$ cat config.mk
export PLATFORM = sky130hd
export DESIGN_NAME = sflash_rd_engine
export DESIGN_NICKNAME = d
export VERILOG_FILES = /design/src/rtl/sflash_rd_pkg.sv /design/src/rtl/sflash_rd_tick.sv /design/src/rtl/sflash_rd_seq.sv /design/src/rtl/sflash_rd_engine.sv
export SDC_FILE = /design/constraint.sdc
export NUM_CORES = 1
export LEC_CHECK = 0
export BUFFER_PORTS_ARGS = -buffer_cell sky130_fd_sc_hd__buf_2
export CAP_MARGIN = 20
export CORE_MARGIN = 3
export CORE_UTILIZATION = 55
export CTS_CLUSTER_DIAMETER = 50
export DETAILED_ROUTE_END_ITERATION = 10
export PLACE_DENSITY = 0.73
export SLEW_MARGIN = 0
export SYNTH_ARGS = -nofsm -noshare
export SYNTH_HDL_FRONTEND = slang
export SYNTH_HIERARCHICAL = 1
export SYNTH_SLANG_ARGS = --single-unit
export TNS_END_PERCENT = 100
$ cat constraint.sdc
create_clock -name clk_i -period 7.1 [get_ports clk_i]
set_input_delay 0.71 -clock clk_i [delete_from_list [all_inputs] [get_ports clk_i]]
set_output_delay 0.71 -clock clk_i [all_outputs]
set_load 0.02 [all_outputs]
$ cat src/rtl/sflash_rd_pkg.sv
package sflash_rd_pkg;
  typedef enum logic [2:0] {PH_IDLE, PH_CMD, PH_ADDR, PH_DUMMY, PH_DATA} phase_e;
  // encoded as log2 of lane count
  typedef enum logic [1:0] {LN_1 = 2'd0, LN_2 = 2'd1, LN_4 = 2'd2} lanes_e;

  localparam logic [7:0] CMD_READ   = 8'h81;
  localparam logic [7:0] OP_NORMAL  = 8'h03;
  localparam int         DUMMY_CLKS = 8;

  localparam logic [7:0] OFS_CMD   = 8'h00;
  localparam logic [7:0] OFS_RDATA = 8'h01;
  localparam logic [7:0] OFS_ADR0  = 8'h02;
  localparam logic [7:0] OFS_ADR1  = 8'h03;
  localparam logic [7:0] OFS_ADR2  = 8'h04;
  localparam logic [7:0] OFS_OP3   = 8'h08;
  localparam logic [7:0] OFS_OP4   = 8'h09;
  localparam logic [7:0] OFS_CFG   = 8'h0A;
  localparam logic [7:0] OFS_MODE  = 8'h0B;
  localparam logic [7:0] OFS_ADR3  = 8'h0F;
endpackage

$ cat src/rtl/sflash_rd_tick.sv
module sflash_rd_tick #(
  parameter int HALF_DIV = 2
) (
  input  logic clk_i,
  input  logic rst_ni,
  input  logic en_i,
  output logic tick_o
);
  localparam int CW = (HALF_DIV > 1) ? $clog2(HALF_DIV) : 1;
  localparam logic [CW-1:0] LAST = CW'(HALF_DIV - 1);

  logic [CW-1:0] cnt_q;

  assign tick_o = en_i && (cnt_q == LAST);

  always_ff @(posedge clk_i or negedge rst_ni) begin
    if (!rst_ni)       cnt_q <= '0;
    else if (!en_i)    cnt_q <= '0;
    else if (tick_o)   cnt_q <= '0;
    else               cnt_q <= cnt_q + 1'b1;
  end
endmodule

$ cat src/rtl/sflash_rd_seq.sv
module sflash_rd_seq
  import sflash_rd_pkg::*;
#(
  parameter int ADDR_W = 24
) (
  input  logic              clk_i,
  input  logic              rst_ni,
  input  logic              start_i,
  input  logic [7:0]        opcode_i,
  input  logic [ADDR_W-1:0] addr_i,
  input  lanes_e            alanes_i,
  input  lanes_e            dlanes_i,
  input  logic              dummy_i,
  input  logic              tick_i,
  input  logic [3:0]        io_i,
  output logic              active_o,
  output logic              cs_no,
  output logic              sck_o,
  output logic [3:0]        io_o,
  output logic [3:0]        io_oe_o,
  output logic              done_o,
  output logic [7:0]        byte_o
);
  localparam int TX_W  = ADDR_W + 8;
  localparam int CNT_W = $clog2(ADDR_W + 1);

  phase_e           ph_q;
  logic [CNT_W-1:0] cnt_q;
  logic [TX_W-1:0]  tx_q;
  logic [7:0]       rx_q;
  logic             sck_q, done_q;
  lanes_e           al_q, dl_q;
  logic             dum_q;

  assign active_o = (ph_q != PH_IDLE);
  assign cs_no    = (ph_q == PH_IDLE);
  assign sck_o    = sck_q;
  assign done_o   = done_q;
  assign byte_o   = rx_q;

  always_comb begin
    io_o    = '0;
    io_oe_o = '0;
    if (ph_q == PH_CMD || (ph_q == PH_ADDR && al_q == LN_1)) begin
      io_o    = {3'b000, tx_q[TX_W-1]};
      io_oe_o = 4'b0001;
    end else if (ph_q == PH_ADDR && al_q == LN_2) begin
      io_o    = {2'b00, tx_q[TX_W-1 -: 2]};
      io_oe_o = 4'b0011;
    end else if (ph_q == PH_ADDR) begin
      io_o    = tx_q[TX_W-1 -: 4];
      io_oe_o = 4'b1111;
    end
  end

  always_ff @(posedge clk_i or negedge rst_ni) begin
    if (!rst_ni) begin
      ph_q   <= PH_IDLE;
      cnt_q  <= '0;
      tx_q   <= '0;
      rx_q   <= '0;
      sck_q  <= 1'b0;
      done_q <= 1'b0;
      al_q   <= LN_1;
      dl_q   <= LN_1;
      dum_q  <= 1'b0;
    end else begin
      done_q <= 1'b0;
      if (ph_q == PH_IDLE) begin
        if (start_i) begin
          ph_q  <= PH_CMD;
          cnt_q <= CNT_W'(8);
          tx_q  <= {opcode_i, addr_i};
          rx_q  <= '0;
          sck_q <= 1'b0;
          al_q  <= alanes_i;
          dl_q  <= dlanes_i;
          dum_q <= dummy_i;
        end
      end else if (tick_i) begin
        if (!sck_q) begin
          sck_q <= 1'b1;
          if (ph_q == PH_DATA) begin
            case (dl_q)
              LN_2:    rx_q <= {rx_q[5:0], io_i[1:0]};
              LN_4:    rx_q <= {rx_q[3:0], io_i};
              default: rx_q <= {rx_q[6:0], io_i[1]};
            endcase
          end
        end else begin
          sck_q <= 1'b0;
          if (ph_q == PH_ADDR) tx_q <= tx_q << (1 << al_q);
          else                 tx_q <= tx_q << 1;
          if (cnt_q == CNT_W'(1)) begin
            case (ph_q)
              PH_CMD: begin
                ph_q  <= PH_ADDR;
                cnt_q <= CNT_W'(ADDR_W) >> al_q;
              end
              PH_ADDR: begin
                if (dum_q) begin
                  ph_q  <= PH_DUMMY;
                  cnt_q <= CNT_W'(DUMMY_CLKS);
                end else begin
                  ph_q  <= PH_DATA;
                  cnt_q <= CNT_W'(8) >> dl_q;
                end
              end
              PH_DUMMY: begin
                ph_q  <= PH_DATA;
                cnt_q <= CNT_W'(8) >> dl_q;
              end
              default: begin
                ph_q   <= PH_IDLE;
                done_q <= 1'b1;
              end
            endcase
          end else begin
            cnt_q <= cnt_q - 1'b1;
          end
        end
      end
    end
  end
endmodule

$ cat src/rtl/sflash_rd_engine.sv
module sflash_rd_engine
  import sflash_rd_pkg::*;
#(
  parameter int HALF_DIV = 2,
  parameter int ADDR_W   = 24
) (
  input  logic       clk_i,
  input  logic       rst_ni,
  input  logic       reg_we_i,
  input  logic [7:0] reg_addr_i,
  input  logic [7:0] reg_wdata_i,
  output logic [7:0] reg_rdata_o,
  output logic       cs_no,
  output logic       sck_o,
  output logic [3:0] io_o,
  output logic [3:0] io_oe_o,
  input  logic [3:0] io_i
);
  logic [7:0]  cmd_q, rdata_q, op3_q, op4_q, mode_q;
  logic        fast_q;
  logic [31:0] addr_q;
  logic        busy, start, seq_done, seq_active, tick;
  logic [7:0]  seq_byte, opcode;
  lanes_e      alanes, dlanes;
  logic        dummy;

  assign busy  = |cmd_q[4:0];
  assign start = reg_we_i && (reg_addr_i == OFS_CMD) && !busy && (reg_wdata_i == CMD_READ);

  // quad has priority over dual, dual over fast
  always_comb begin
    if (mode_q[2])                opcode = op4_q;
    else if (mode_q[0] || fast_q) opcode = op3_q;
    else                          opcode = OP_NORMAL;
    dummy  = fast_q | mode_q[0] | mode_q[2];
    alanes = mode_q[3] ? LN_4 : (mode_q[1] ? LN_2 : LN_1);
    dlanes = mode_q[2] ? LN_4 : (mode_q[0] ? LN_2 : LN_1);
  end

  always_ff @(posedge clk_i or negedge rst_ni) begin
    if (!rst_ni) begin
      cmd_q   <= '0;
      rdata_q <= '0;
      op3_q   <= '0;
      op4_q   <= '0;
      mode_q  <= '0;
      fast_q  <= 1'b0;
      addr_q  <= '0;
    end else begin
      if (seq_done) begin
        cmd_q[4:0] <= '0;
        rdata_q    <= seq_byte;
        addr_q     <= addr_q + 32'd1;
      end
      if (reg_we_i) begin
        case (reg_addr_i)
          OFS_CMD:  if (start) cmd_q <= reg_wdata_i;
          OFS_ADR0: addr_q[7:0]   <= reg_wdata_i;
          OFS_ADR1: addr_q[15:8]  <= reg_wdata_i;
          OFS_ADR2: addr_q[23:16] <= reg_wdata_i;
          OFS_ADR3: addr_q[31:24] <= reg_wdata_i;
          OFS_OP3:  op3_q  <= reg_wdata_i;
          OFS_OP4:  op4_q  <= reg_wdata_i;
          OFS_CFG:  fast_q <= reg_wdata_i[0];
          OFS_MODE: mode_q <= {4'b0000, reg_wdata_i[3:0]};
          default: ;
        endcase
      end
    end
  end

  always_comb begin
    case (reg_addr_i)
      OFS_CMD:   reg_rdata_o = cmd_q;
      OFS_RDATA: reg_rdata_o = rdata_q;
      OFS_ADR0:  reg_rdata_o = addr_q[7:0];
      OFS_ADR1:  reg_rdata_o = addr_q[15:8];
      OFS_ADR2:  reg_rdata_o = addr_q[23:16];
      OFS_ADR3:  reg_rdata_o = addr_q[31:24];
      OFS_OP3:   reg_rdata_o = op3_q;
      OFS_OP4:   reg_rdata_o = op4_q;
      OFS_CFG:   reg_rdata_o = {7'b0, fast_q};
      OFS_MODE:  reg_rdata_o = mode_q;
      default:   reg_rdata_o = '0;
    endcase
  end

  sflash_rd_tick #(.HALF_DIV(HALF_DIV)) i_tick (
    .clk_i  (clk_i),
    .rst_ni (rst_ni),
    .en_i   (seq_active),
    .tick_o (tick)
  );

  sflash_rd_seq #(.ADDR_W(ADDR_W)) i_seq (
    .clk_i    (clk_i),
    .rst_ni   (rst_ni),
    .start_i  (start),
    .opcode_i (opcode),
    .addr_i   (addr_q[ADDR_W-1:0]),
    .alanes_i (alanes),
    .dlanes_i (dlanes),
    .dummy_i  (dummy),
    .tick_i   (tick),
    .io_i     (io_i),
    .active_o (seq_active),
    .cs_no    (cs_no),
    .sck_o    (sck_o),
    .io_o     (io_o),
    .io_oe_o  (io_oe_o),
    .done_o   (seq_done),
    .byte_o   (seq_byte)
  );
endmodule

After elaboration in Yosys (flattened, before gate mapping):

Index checks and enable logic that the tools add are counted.

* bits of input ports: 23
* register bits: 125
* output and inout port bits: 18
* word-level logic and storage cells: 137

* bitwise logic cells: 2
* reductions and logical operators: 30
* eq/ne operators: 21
* muxes and demuxes: 59
* add/sub/neg operators: 3
* shifts and indexed selects: 4

Operators by type and width (count)
* two-way mux 32 bit: 7
* two-way mux 8 bit: 11
* case mux 8 bit (10 select lines): 1
* two-way mux 5 bit: 10
* == test 8 x 4 -> 1 bit, second input constant: 5
* adder 32 x 1 -> 32 bit, second input constant: 1
* << shifter 1 x 2 -> 32 bit, first input constant: 1
* << shifter 32 x 32 -> 32 bit: 1
* two-way mux 4 bit: 6
* two-way mux 3 bit: 6
* == test 8 x 2 -> 1 bit, second input constant: 2
* case mux 8 bit (2 select lines): 1
* case mux 5 bit (3 select lines): 1
* two-way mux 1 bit: 13
* AND reduction 2 bit: 6
* AND reduction 4 bit: 3
* case mux 3 bit (3 select lines): 1
* == test 8 x 1 -> 1 bit, second input constant: 1
* == test 8 x 3 -> 1 bit, second input constant: 1
* == test 8 bit, second input constant: 1
* logical NOT 8 bit: 1
* nonzero test 2 bit: 4
* == test 3 x 2 -> 1 bit, second input constant: 2
* logical AND 1 bit: 6
* 22 further kinds: 27

Depth between registers and ports, before layout:

Gate-level depths: netlist of run 1.

* depth after elaboration: 7
* mapped depth: 11
* depth with buffers taken out: 8

Cells and area by module:

Netlist of run 1, hierarchy kept.

Modules (own cells, without submodules)
* sflash_rd_seq: area each 4778.3 µm², sequential area each 1376.3 µm², cells each 542, instances 1
* sflash_rd_engine: area each 4007.6 µm², sequential area each 1726.7 µm², cells each 402, instances 1
* sflash_rd_tick: area each 41.3 µm², sequential area each 25.0 µm², cells each 3, instances 1

Worst setup path before layout of run 1:

OpenSTA, ideal clock, no wires.

* kind: input to register
* start point: input port reg_addr_i[1]
* end point: register i_seq.tx_q[30]
* library setup time: 141 ps
* path buffers: 2
* required time: 6959 ps
* cell stages on the path: 10
* slack: 3949 ps
* arrival time: 3010 ps
* cell sequence: buf_4 nor3_2 nand4_1 nor4_2 or4b_1 buf_6 a32oi_4 nand2_2 a221oi_2 a221oi_1

* cells in the longest elaborated chain, start to end: 6

RTL lines
* start, declared: line sflash_rd_engine.sv:10 `input logic [7:0] reg_addr_i,`
* logical NOT 8 bit: line sflash_rd_engine.sv:28 `assign start = reg_we_i && (reg_addr_i == OFS_CMD) && !busy && (reg_wdata_i == CMD_READ);`
* logical AND 1 bit (3 in series): line sflash_rd_engine.sv:28
* net start: line sflash_rd_engine.sv:22 `logic busy, start, seq_done, seq_active, tick;`
* != test 2 x 1 -> 1 bit (no source line)
* AND reduction 3 bit (no source line)
* end signal, assigned: line sflash_rd_seq.sv:73 `tx_q <= {opcode_i, addr_i};`
* end signal, assigned: line sflash_rd_seq.sv:92 `if (ph_q == PH_ADDR) tx_q <= tx_q << (1 << al_q);`
* end signal, assigned: line sflash_rd_seq.sv:93 `else tx_q <= tx_q << 1;`
* end, declared: line sflash_rd_seq.sv:29 `logic [TX_W-1:0] tx_q;`

The timed path passes the listed nets, and every way through them passes these cells.
A chain may end at the register's enable or synchronous reset.

Final worst setup path of run 1:

* start point: input port reg_addr_i[0]
* end point: register i_seq.ph_q[1]

* cells in the longest elaborated chain, start to end: 6

RTL lines
* logical NOT 8 bit: line sflash_rd_engine.sv:28
* logical AND 1 bit (3 in series): line sflash_rd_engine.sv:28
* net start: line sflash_rd_engine.sv:22
* != test 2 x 1 -> 1 bit (no source line)
* AND reduction 4 bit (no source line)
* end signal, assigned: line sflash_rd_seq.sv:105 `ph_q <= PH_DATA;`
* end signal, assigned: line sflash_rd_seq.sv:110 `ph_q <= PH_DATA;`
* end signal, assigned: line sflash_rd_seq.sv:114 `ph_q <= PH_IDLE;`
* end, declared: line sflash_rd_seq.sv:27 `phase_e ph_q;`

The timed path passes the listed nets, and every way through them passes these cells.

==> results of run 1 <==
[power by group]
group / internal (uW) / switching, uW
sequential: 727 / 23.5
clock: 613 / 321
combinational: 41.8 / 71.8
[stage by stage]
step                cells  utilization [%]  cell area [sq um]
detailed placement   1132             58.0               8940
CTS                  1163             62.1               9580
global placement     1132             58.0               8940
finish               1163             62.1               9580
global route         1163             62.1               9580
floorplan             947                -               8830
[kinds of logic after synthesis]
group,count (synthesis)
mux,132
flops,125
compound gates,234
xor+xnor,33
buf+inv,91
fa+ha+maj,12
simple gates,320
[sequential cells by signal (all words and copies together) (netlist names), 2 cells and up]
register / count
addr_q: 32
cmd_q: 8
i_seq/al_q: 2
i_seq/byte_o: 8
i_seq/cnt_q: 5
i_seq/dl_q: 2
i_seq/ph_q: 3
i_seq/tx_q: 32
mode_q: 4
op3_q: 8
op4_q: 8
rdata_q: 8
[per-layer routing]
| metal | vias up | wire length [um] | share of wire [%] |
|---|---|---|---|
| met5 | - | 0 | 0 |
| met4 | 0 | 672 | 2.7 |
| met3 | 47 | 1730 | 7.0 |
| met2 | 364 | 11300 | 46 |
| met1 | 3683 | 10800 | 44 |
| li1 | 3490 | - | - |
[critical path: stages]
cell	delay, ns
buf_2	0.27
nor3_2	0.57
nand4_1	0.18
nor4_2	0.52
or4b_1	0.71
nand2_4	0.40
nand2_1	0.19
o21ai_0	0.24
o41ai_1	0.11
[layout make-up]
class	instances	area, sq um
clock buffer	21	470
sequential	125	3130
inverter	19	71.3
tap	211	264
fill	1366	5850
multi-input combinational	731	5230
timing repair buffer	46	248
clock inverter	10	163
[cells in the mapped netlist, types with 16 or more instances]
library cell	count
nand3_1	20
nor2_1	89
buf_2	21
inv_1	19
mux2_2	67
a221oi_1	22
dfrtp_1	125
a21oi_1	72
a22oi_1	20
nor3_1	31
or3_1	16
o21ai_0	42
o22ai_1	27
mux2i_1	47
clkbuf_1	26
xnor2_1	20
nand2_1	76
mux4_2	16
[path summary, 6_finish.rpt]
check	from	endpoint	slack (ns)	cells after the start
worst max-delay path	reg_addr_i[0]	i_seq/ph_q[1]	3.45	9
worst min-delay path	rst_ni	i_seq/byte_o[3]	0.31	1
worst max register to register	cmd_q[2]	i_seq/ph_q[1]	3.85	8
worst min register to register	i_seq/byte_o[7]	i_seq/byte_o[7]	0.48	2
max in group asynchronous	rst_ni	i_seq/tx_q[19]	5.33	2
min in group clk_i	i_seq/byte_o[7]	i_seq/byte_o[7]	0.48	2
==> run_results.csv, run 1 <==
group,metric,value,unit
global_route,grt_use_total,28.3,%
sta,fin_crit_sh,51.4,%
sta,maxSlewViolCount,0,
sta,hold_viol_final,0,
run,max_cap_viol_count,0,
clock_tree,postCtsHoldBufs,0,
sta,fin_skew,0.00637,ns
global_route,grt_max_degree,78,
power_and_ir_drop,finalPower,1800,uW
power_and_ir_drop,power_leakage,0.00381,uW
logic_synthesis,ys.flop_type,"dfrtp_1",
global_route,grt_pass1_vias,7272,
clock_tree,htreeDepth,4,
layout,syn_to_final_growth,8.49,%
floorplan,die_area,17600,sq um
clock_tree,cts_resized,0,
logic_synthesis,synth_fa_ha_area_share,1.70,%
power_and_ir_drop,power.density,188,nW/um^2
logic_synthesis,synth-xor-area-share,3.27,%
floorplan,start_util,57.2,%
place,hpwl,17000,um
logic_synthesis,synthesis.nets,982,
layout,final_common_cell,"dfrtp_1",
sta,tns,0,ns
logic_synthesis,yosysSeqAreaShare,35.4,%
logic_synthesis,synth_mux_area_share,18.3,%
sta,fin_ws,3.45,ns
logic_synthesis,yosysTopAreaCell,"dfrtp_1",
clock_tree,clock_sinks,125,
clock_tree,clk_latency,0.42,ns
route,totalWireLength,24500,um
floorplan,dieHeight,133,um
global_route,busiest_layer,"met2",
clock_tree,cts_max_path_buffers,2,
place,dpl_worst_slack,3.10,ns
global_route,grt_antenna_before_repair,0,
sta,layout_min_cycle_time,3.65,ns
sta,tightest_slew,1.01,ns
floorplan,row_count,45,
clock_tree,cts_tree,"built",
layout,drive_gt1_share,19.6,%
layout,antennaDiodeCount,0,
sta,rsz0062_at_grt,"false",
worst_setup_path,worstPathRequired,7.37,ns
floorplan,die_w,133,um
sta,fmax,0.274,GHz
global_route,grtUsageMet1,40.1,%
worst_hold_path,hold_path.class,"input pin to async pin",
layout,fin_nets,975,
logic_synthesis,netlist_instances,947,
power_and_ir_drop,vdd_drop_max,0.205,mV
clock_tree,clk_pin_slew,0.06,ns
worst_setup_path,start_kind,"input pin",
logic_synthesis,synth-compound-area-share,17.5,%
route,wl_per_cell,21.1,um
logic_synthesis,synth-seq-cells,125,
logic_synthesis,netlist_area,8830,sq um
logic_synthesis,ys.warnings.count,6,
logic_synthesis,synth_cell_types,73,
sta,slew_headroom,33.0,%
worst_setup_path,path_max_fanout,36,
route,dr.pass1.iters,7,
route,ant_nets,0,
logic_synthesis,syn_avg_cell_area,9.32,sq um
logic_synthesis,synthTopCellsByArea,"dfrtp_1 (35%), mux2_2 (8.5%), mux2i_1 (5.3%)",
worst_setup_path,crit_type,"input pin to flip-flop",
clock_tree,cts_buffers,17,
logic_synthesis,synth-edff-count,0,
floorplan,io_pins,41,
sta,worst_hold_slack,0.313,ns
logic_synthesis,netlist.area_leader.share,35.4,%
global_route,grt_pass1_wl,39700,um
global_route,grt-ovfl-total,0,
route,drt_iter0_drc,1048,
clock_tree,ctsRootBufferMaster,"clkbuf_16",
layout,layout_common_cells,"dfrtp_1 (125), nor2_1 (89), nand2_1 (76), a21oi_1 (72), mux2_2 (67)",
worst_setup_path,cp.arrival,3.92,ns
route,vias,7584,
global_route,use_met2,44.0,%
global_route,grt_use_met3,4.30,%
status,status,"completed",
place,port_buffers,40,
route,via_per_inst,6.52,
logic_synthesis,synth_top_family_by_area,"simple AND/OR/NAND/NOR gates",
sta,setup_violations,0,
logic_synthesis,async_flop_share,100,%
place,gp_congestion,0.916,
route,drc_errors,0,
logic_synthesis,synth_simple_gate_area_share,18.5,%
clock_tree,cts_setup_buffers,0,
floorplan,core,15400,sq um
worst_setup_path,end_kind,"flip-flop",
(Power assumes the default switching activity.)
==> inputs of run 2 (changes only) <==
--- a/config.mk
+++ b/config.mk
@@ -11,7 +11,7 @@
 export CORE_UTILIZATION = 55
 export CTS_CLUSTER_DIAMETER = 50
 export DETAILED_ROUTE_END_ITERATION = 10
-export PLACE_DENSITY = 0.73
+export PLACE_DENSITY = 0.75
 export SLEW_MARGIN = 0
 export SYNTH_ARGS = -nofsm -noshare
 export SYNTH_HDL_FRONTEND = slang
==> constraint.sdc (replaced) <==
create_clock -name clk_i -period 3.1 [get_ports clk_i]
set_input_delay 0.31 -clock clk_i [delete_from_list [all_inputs] [get_ports clk_i]]
set_output_delay 0.31 -clock clk_i [all_outputs]
set_load 0.02 [all_outputs]
==> run_results.csv, run 2 (synthesis results as in run 1) <==
group,metric,value,unit
layout,layout_common_cells,"dfrtp_1 (125), nor2_1 (89), nand2_1 (76), a21oi_1 (72), mux2_2 (67)",
place,hpwl,18000,um
floorplan,row_count,45,
worst_setup_path,worstPathRequired,3.41,ns
floorplan,io_pins,41,
route,drc_errors,0,
global_route,grt_antenna_before_repair,0,
clock_tree,cts_tree,"built",
route,vias,7710,
clock_tree,cts_max_path_buffers,2,
worst_hold_path,worstHoldStart,"reg_wdata_i[3]",
place,dpl_worst_slack,0.127,ns
worst_setup_path,path_max_fanout,18,
layout,final_util,62.9,%
sta,tns,0,ns
clock_tree,clk_pin_slew,0.06,ns
sta,hold_viol_final,0,
route,ant_nets,0,
worst_setup_path,crit_buf_inv,1,
layout,drive_gt1_share,21.5,%
worst_setup_path,cp.arrival,3.17,ns
global_route,grt_max_degree,51,
sta,tightest_slew,0.765,ns
layout,final_common_cell,"dfrtp_1",
floorplan,die_w,133,um
global_route,grt-ovfl-total,0,
floorplan,die_area,17600,sq um
clock_tree,ctsRootBufferMaster,"clkbuf_16",
route,wl_per_cell,21.6,um
route,drt_iter0_drc,865,
clock_tree,cts_setup_buffers,0,
worst_hold_path,hold_path.class,"input pin to flip-flop",
sta,worst_hold_slack,0.239,ns
worst_setup_path,path_cells,"nor4_1 -> nand4_1 -> nor4_2 -> or4b_4 -> nand2_4 -> buf_4 -> nor2_1 -> a211oi_1",
route,totalWireLength,25600,um
floorplan,start_util,57.2,%
worst_setup_path,crit_type,"flip-flop to flip-flop",
worst_setup_path,startpoint,"cmd_q[3]",
power_and_ir_drop,vdd_drop_max,0.330,mV
place,port_buffers,40,
place,dp_cells,1152,
sta,maxSlewViolCount,0,
worst_setup_path,end_kind,"flip-flop",
layout,finish.cell_count_without_fillers,1185,
route,dr.pass1.iters,6,
sta,rsz0062_at_grt,"false",
clock_tree,cts_buffers,17,
layout,syn_to_final_growth,9.99,%
sta,fin_skew,0.00643,ns
global_route,grt_pass1_vias,7321,
clock_tree,clk_latency,0.42,ns
sta,fmax,0.350,GHz
worst_setup_path,slowest_delay,0.61,ns
sta,layout_min_cycle_time,2.86,ns
worst_setup_path,worst_path_max_delay_cell,"or4b_4",
layout,top_regs,"addr_q x32, i_seq/tx_q x32",
sta,fin_ws,0.243,ns
layout,fin_nets,996,
power_and_ir_drop,power.density,411,nW/um^2
global_route,grt_pass1_wl,40800,um
clock_tree,htreeDepth,4,
run,max_cap_viol_count,0,
floorplan,dieHeight,133,um
global_route,grt_use_total,29.0,%
route,via_per_inst,6.51,
place,gp_congestion,0.959,
worst_setup_path,start_kind,"flip-flop",
power_and_ir_drop,power_leakage,0.00389,uW
sta,slew_headroom,48.6,%
worst_setup_path,regToRegStartpoint,"cmd_q[3]",
clock_tree,clock_sinks,125,
layout,antennaDiodeCount,0,
sta,fin_crit_sh,92.1,%
floorplan,core,15400,sq um
status,status,"completed",
worst_setup_path,crit_family,"simple AND/OR/NAND/NOR gates",
sta,setup_violations,0,
-- run 2: final timing paths --
kind | slack, ns | endpoint | cells past startpoint
max | 0.24 | i_seq/tx_q[29] | 8
min reg2reg | 0.48 | cmd_q[7] | 1
min | 0.24 | addr_q[3] | 3
max in group asynchronous | 1.80 | addr_q[28] | 3
min in group asynchronous | 0.47 | i_seq/done_o | 2
max reg2reg | 0.24 | i_seq/tx_q[29] | 8
-- run 2: power by group --
group          leakage (uW)  switching (uW)  internal, uW
logic               0.00215             166           104
registers           0.00146            54.7          1660
clock network      0.000280             798          1200
-- run 2: tightest hold or removal path, stage by stage --
cell and delay, ns:
buf_2 0.16, nor2_1 0.11, a21oi_1 0.04
-- run 2: cell type report --
type / instances / area, sq um
clock buffer: 18 / 429
clock inverter: 14 / 160
fill: 1304 / 5720
inverter: 19 / 71.3
multi-input combinational: 731 / 5240
sequential: 125 / 3130
tap: 211 / 264
timing repair buffer: 67 / 420
-- run 2: timing repair --
action | in CTS | in global routing
setup endpoints to repair | 0 | 2
hold buffers | 1 | 0
resized for setup | 0 | 1
endpoints found under the hold margin | 47 | 0
-- run 2: metal layers --
metal	global-route usage, %	wire [um]	up-vias
met2	45.3	11900	374
met3	5.17	1930	68
met5	0	0	-
li1	-	-	3536
met1	41.3	11100	3732
met4	9.06	633	0
-- run 2: per-stage QoR --
step | total power, uW | instance area, sq um
final | 3990 | 9710
after global routing | 4120 | 9710
after detailed placement | 2010 | 9110
after CTS | 4000 | 9710
after floorplan | 1890 | 8830
after global placement | 2010 | 9110
==> inputs of run 3 (changes only) <==
--- a/config.mk
+++ b/config.mk
@@ -10,11 +10,11 @@
 export CORE_MARGIN = 3
 export CORE_UTILIZATION = 55
 export CTS_CLUSTER_DIAMETER = 50
+export CTS_CLUSTER_SIZE = 28
 export DETAILED_ROUTE_END_ITERATION = 10
 export PLACE_DENSITY = 0.75
 export SLEW_MARGIN = 0
 export SYNTH_ARGS = -nofsm -noshare
 export SYNTH_HDL_FRONTEND = slang
-export SYNTH_HIERARCHICAL = 1
 export SYNTH_SLANG_ARGS = --single-unit
 export TNS_END_PERCENT = 100
==> run_results.csv, run 3 <==
group,metric,value,unit
status,status,"complete, but fails checks",
status,violations,"hold timing",
logic_synthesis,async_flop_share,100,%
power_and_ir_drop,vdd_drop_max,0.408,mV
run,max_cap_viol_count,0,
layout,syn_to_final_growth,12.0,%
route,vias,7911,
worst_setup_path,path_max_fanout,7,
global_route,grt_pass1_wl,42400,um
route,via_per_inst,6.68,
place,gp_congestion,0.965,
sta,tns,0,ns
sta,tightest_slew,0.722,ns
layout,final_util,63.0,%
floorplan,row_count,45,
layout,final_cell_area,9610,sq um
layout,fill_cells,1266,
worst_setup_path,start_kind,"flip-flop",
global_route,grt_use_total,32.5,%
clock_tree,cts_tree,"built",
worst_setup_path,startpoint,"i_seq.al_q[1]",
global_route,grt_pass1_vias,7565,
power_and_ir_drop,power_leakage,0.00407,uW
clock_tree,cts_max_path_buffers,2,
layout,antennaDiodeCount,0,
place,port_buffers,40,
floorplan,dieHeight,131,um
clock_tree,cts_resized,0,
clock_tree,clock_sinks,125,
logic_synthesis,syn_avg_cell_area,9.10,sq um
global_route,grt_antenna_before_repair,0,
sta,rsz0062_at_grt,"false",
sta,hold_viol_final,22,
clock_tree,cts_buffers,17,
clock_tree,postCtsHoldBufs,0,
route,dr.pass1.iters,7,
logic_synthesis,synth-seq-cells,125,
floorplan,die_area,17100,sq um
floorplan,io_pins,41,
logic_synthesis,ys.warnings.count,0,
layout,final_common_cell,"dfrtp_1",
sta,layout_min_cycle_time,2.76,ns
place,hpwl,18700,um
logic_synthesis,ys_top_cells_by_count,"dfrtp_1 (125), nor2_1 (103), mux2_2 (69)",
logic_synthesis,netlist_instances,943,
sta,setup_violations,0,
clock_tree,clk_latency,0.43,ns
logic_synthesis,synth_cell_types,68,
logic_synthesis,yosysMostFrequentCell,"dfrtp_1",
place,postPlaceCellArea,9010,sq um
worst_setup_path,cp.arrival,2.45,ns
power_and_ir_drop,power.density,419,nW/um^2
sta,fin_skew,0.00788,ns
logic_synthesis,netlist_area,8580,sq um
floorplan,core,15300,sq um
sta,slew_headroom,51.8,%
clock_tree,htreeDepth,4,
power_and_ir_drop,finalPower,4030,uW
route,wl_per_cell,22.4,um
sta,fmax,0.362,GHz
clock_tree,clk_pin_slew,0.06,ns
logic_synthesis,synthTopCellsByArea,"dfrtp_1 (36%), mux2_2 (9.1%), nor2_1 (4.5%)",
layout,layout_common_cells,"dfrtp_1 (125), nor2_1 (103), mux2_2 (69), a21oi_1 (65), nand2_1 (61)",
clock_tree,cts_setup_buffers,0,
logic_synthesis,netlist.area_leader.share,36.5,%
worst_setup_path,worstPathRequired,2.79,ns
worst_setup_path,end_kind,"output port",
logic_synthesis,ys.flop_type,"dfrtp_1",
layout,drive_gt1_share,21.0,%
global_route,grt_max_degree,126,
route,drc_errors,0,
global_route,grt-ovfl-total,0,
route,totalWireLength,26600,um
worst_setup_path,crit_type,"flip-flop to output port",
sta,worst_hold_slack,-0.0567,ns
route,drt_iter0_drc,885,
logic_synthesis,yosysTopAreaCell,"dfrtp_1",
worst_setup_path,regToRegStartpoint,"i_seq.ph_q[0]",
logic_synthesis,synth-edff-count,0,
layout,fin_nets,996,
clock_tree,ctsRootBufferMaster,"clkbuf_16",
sta,fin_crit_sh,89.0,%
worst_hold_path,hold_path.class,"input pin to async pin",
route,ant_nets,0,
floorplan,start_util,56.2,%
floorplan,die_w,131,um
sta,maxSlewViolCount,0,
layout,top_regs,"addr_q x32, i_seq.tx_q x32",
logic_synthesis,yosysSeqAreaShare,36.5,%
logic_synthesis,synthesis.nets,978,
-- run 3: changes by cell type in the layout (fill, tap and decap cells not counted), moves of 9 or more --
cell / before / now
o22ai_1: 27 / 11
nand3_1: 20 / 37
nor2_1: 89 / 103
o2bb2ai_1: 0 / 13
o21ai_0: 42 / 32
nand2_1: 76 / 61
mux2i_1: 47 / 31
a32oi_1: 0 / 10
a221oi_1: 22 / 8
buf_4: 26 / 35
or3_1: 16 / 3
-- run 3: area by class of cell --
type / count / area, sq um / share of cell area (%)
repair buffers: 76 / 498 / 5.18
clock inverters: 15 / 173 / 1.80
well taps: 211 / 264 / 2.75
multi-input cells: 719 / 5030 / 52.4
clock buffers: 17 / 425 / 4.43
flip-flops and latches: 125 / 3130 / 32.6
inverters: 22 / 82.6 / 0.860
-- run 3: path summary, 6_finish.rpt --
path	slack [ns]	cells past startpoint	end
setup / recovery	0.34	9	io_o[0]
hold / removal	-0.06	2	i_seq.cnt_q[4]
setup reg to reg	0.49	6	i_seq.tx_q[28]
hold reg to reg	0.48	1	cmd_q[7]
max in group asynchronous	2.58	2	i_seq.tx_q[27]
min in group clk_i	0.26	3	addr_q[14]
-- run 3: cell families (layout without fill, tap and decap cells) --
group / count (synthesis) / in the layout / share of synthesized area, %
xor+xnor: 33 / 33 / 3.37
buf+inv: 99 / 130 / 4.89
fa+ha+maj: 12 / 12 / 1.75
mux: 113 / 113 / 16.0
simple gates: 327 / 327 / 19.0
compound gates: 234 / 234 / 18.6
flops: 125 / 125 / 36.5
-- run 3: where the power goes --
group / internal [uW] / leakage (uW) / total (uW) / switching (uW)
combinational: 98.8 / 0.00229 / 270 / 171
sequential: 1670 / 0.00149 / 1720 / 53.0
clock: 1210 / 0.000285 / 2040 / 828
-- run 3: metal layers --
| metal | vias up | global-route usage [%] | wire length [um] |
|---|---|---|---|
| li1 | 3544 | - | - |
| met1 | 3811 | 44.8 | 11000 |
| met2 | 478 | 50.7 | 12300 |
| met3 | 78 | 6.79 | 2400 |
| met4 | 0 | 12.3 | 857 |
| met5 | - | 0 | 0 |
-- run 3: worst max-delay path, stage by stage, from the launching register on --
cell,delay (ns)
dfrtp_1,0.43
inv_1,0.14
ha_1,0.33
buf_4,0.21
mux2i_1,0.07
nor2_1,0.10
a21oi_1,0.05
or3_1,0.32
a21oi_1,0.16
buf_2,0.19
-- run 3: per-stage QoR --
stage / setup WS, ns / hold slack (ns) / std cells
finish: 0.340 / -0.0567 / 1185
global placement: 0.550 / 0.460 / 1153
detailed placement: 0.486 / 0.466 / 1153
floorplan: 0.682 / 0.0144 / 943
global route: 0.241 / 0.0181 / 1185
CTS: 0.356 / 0.0162 / 1185
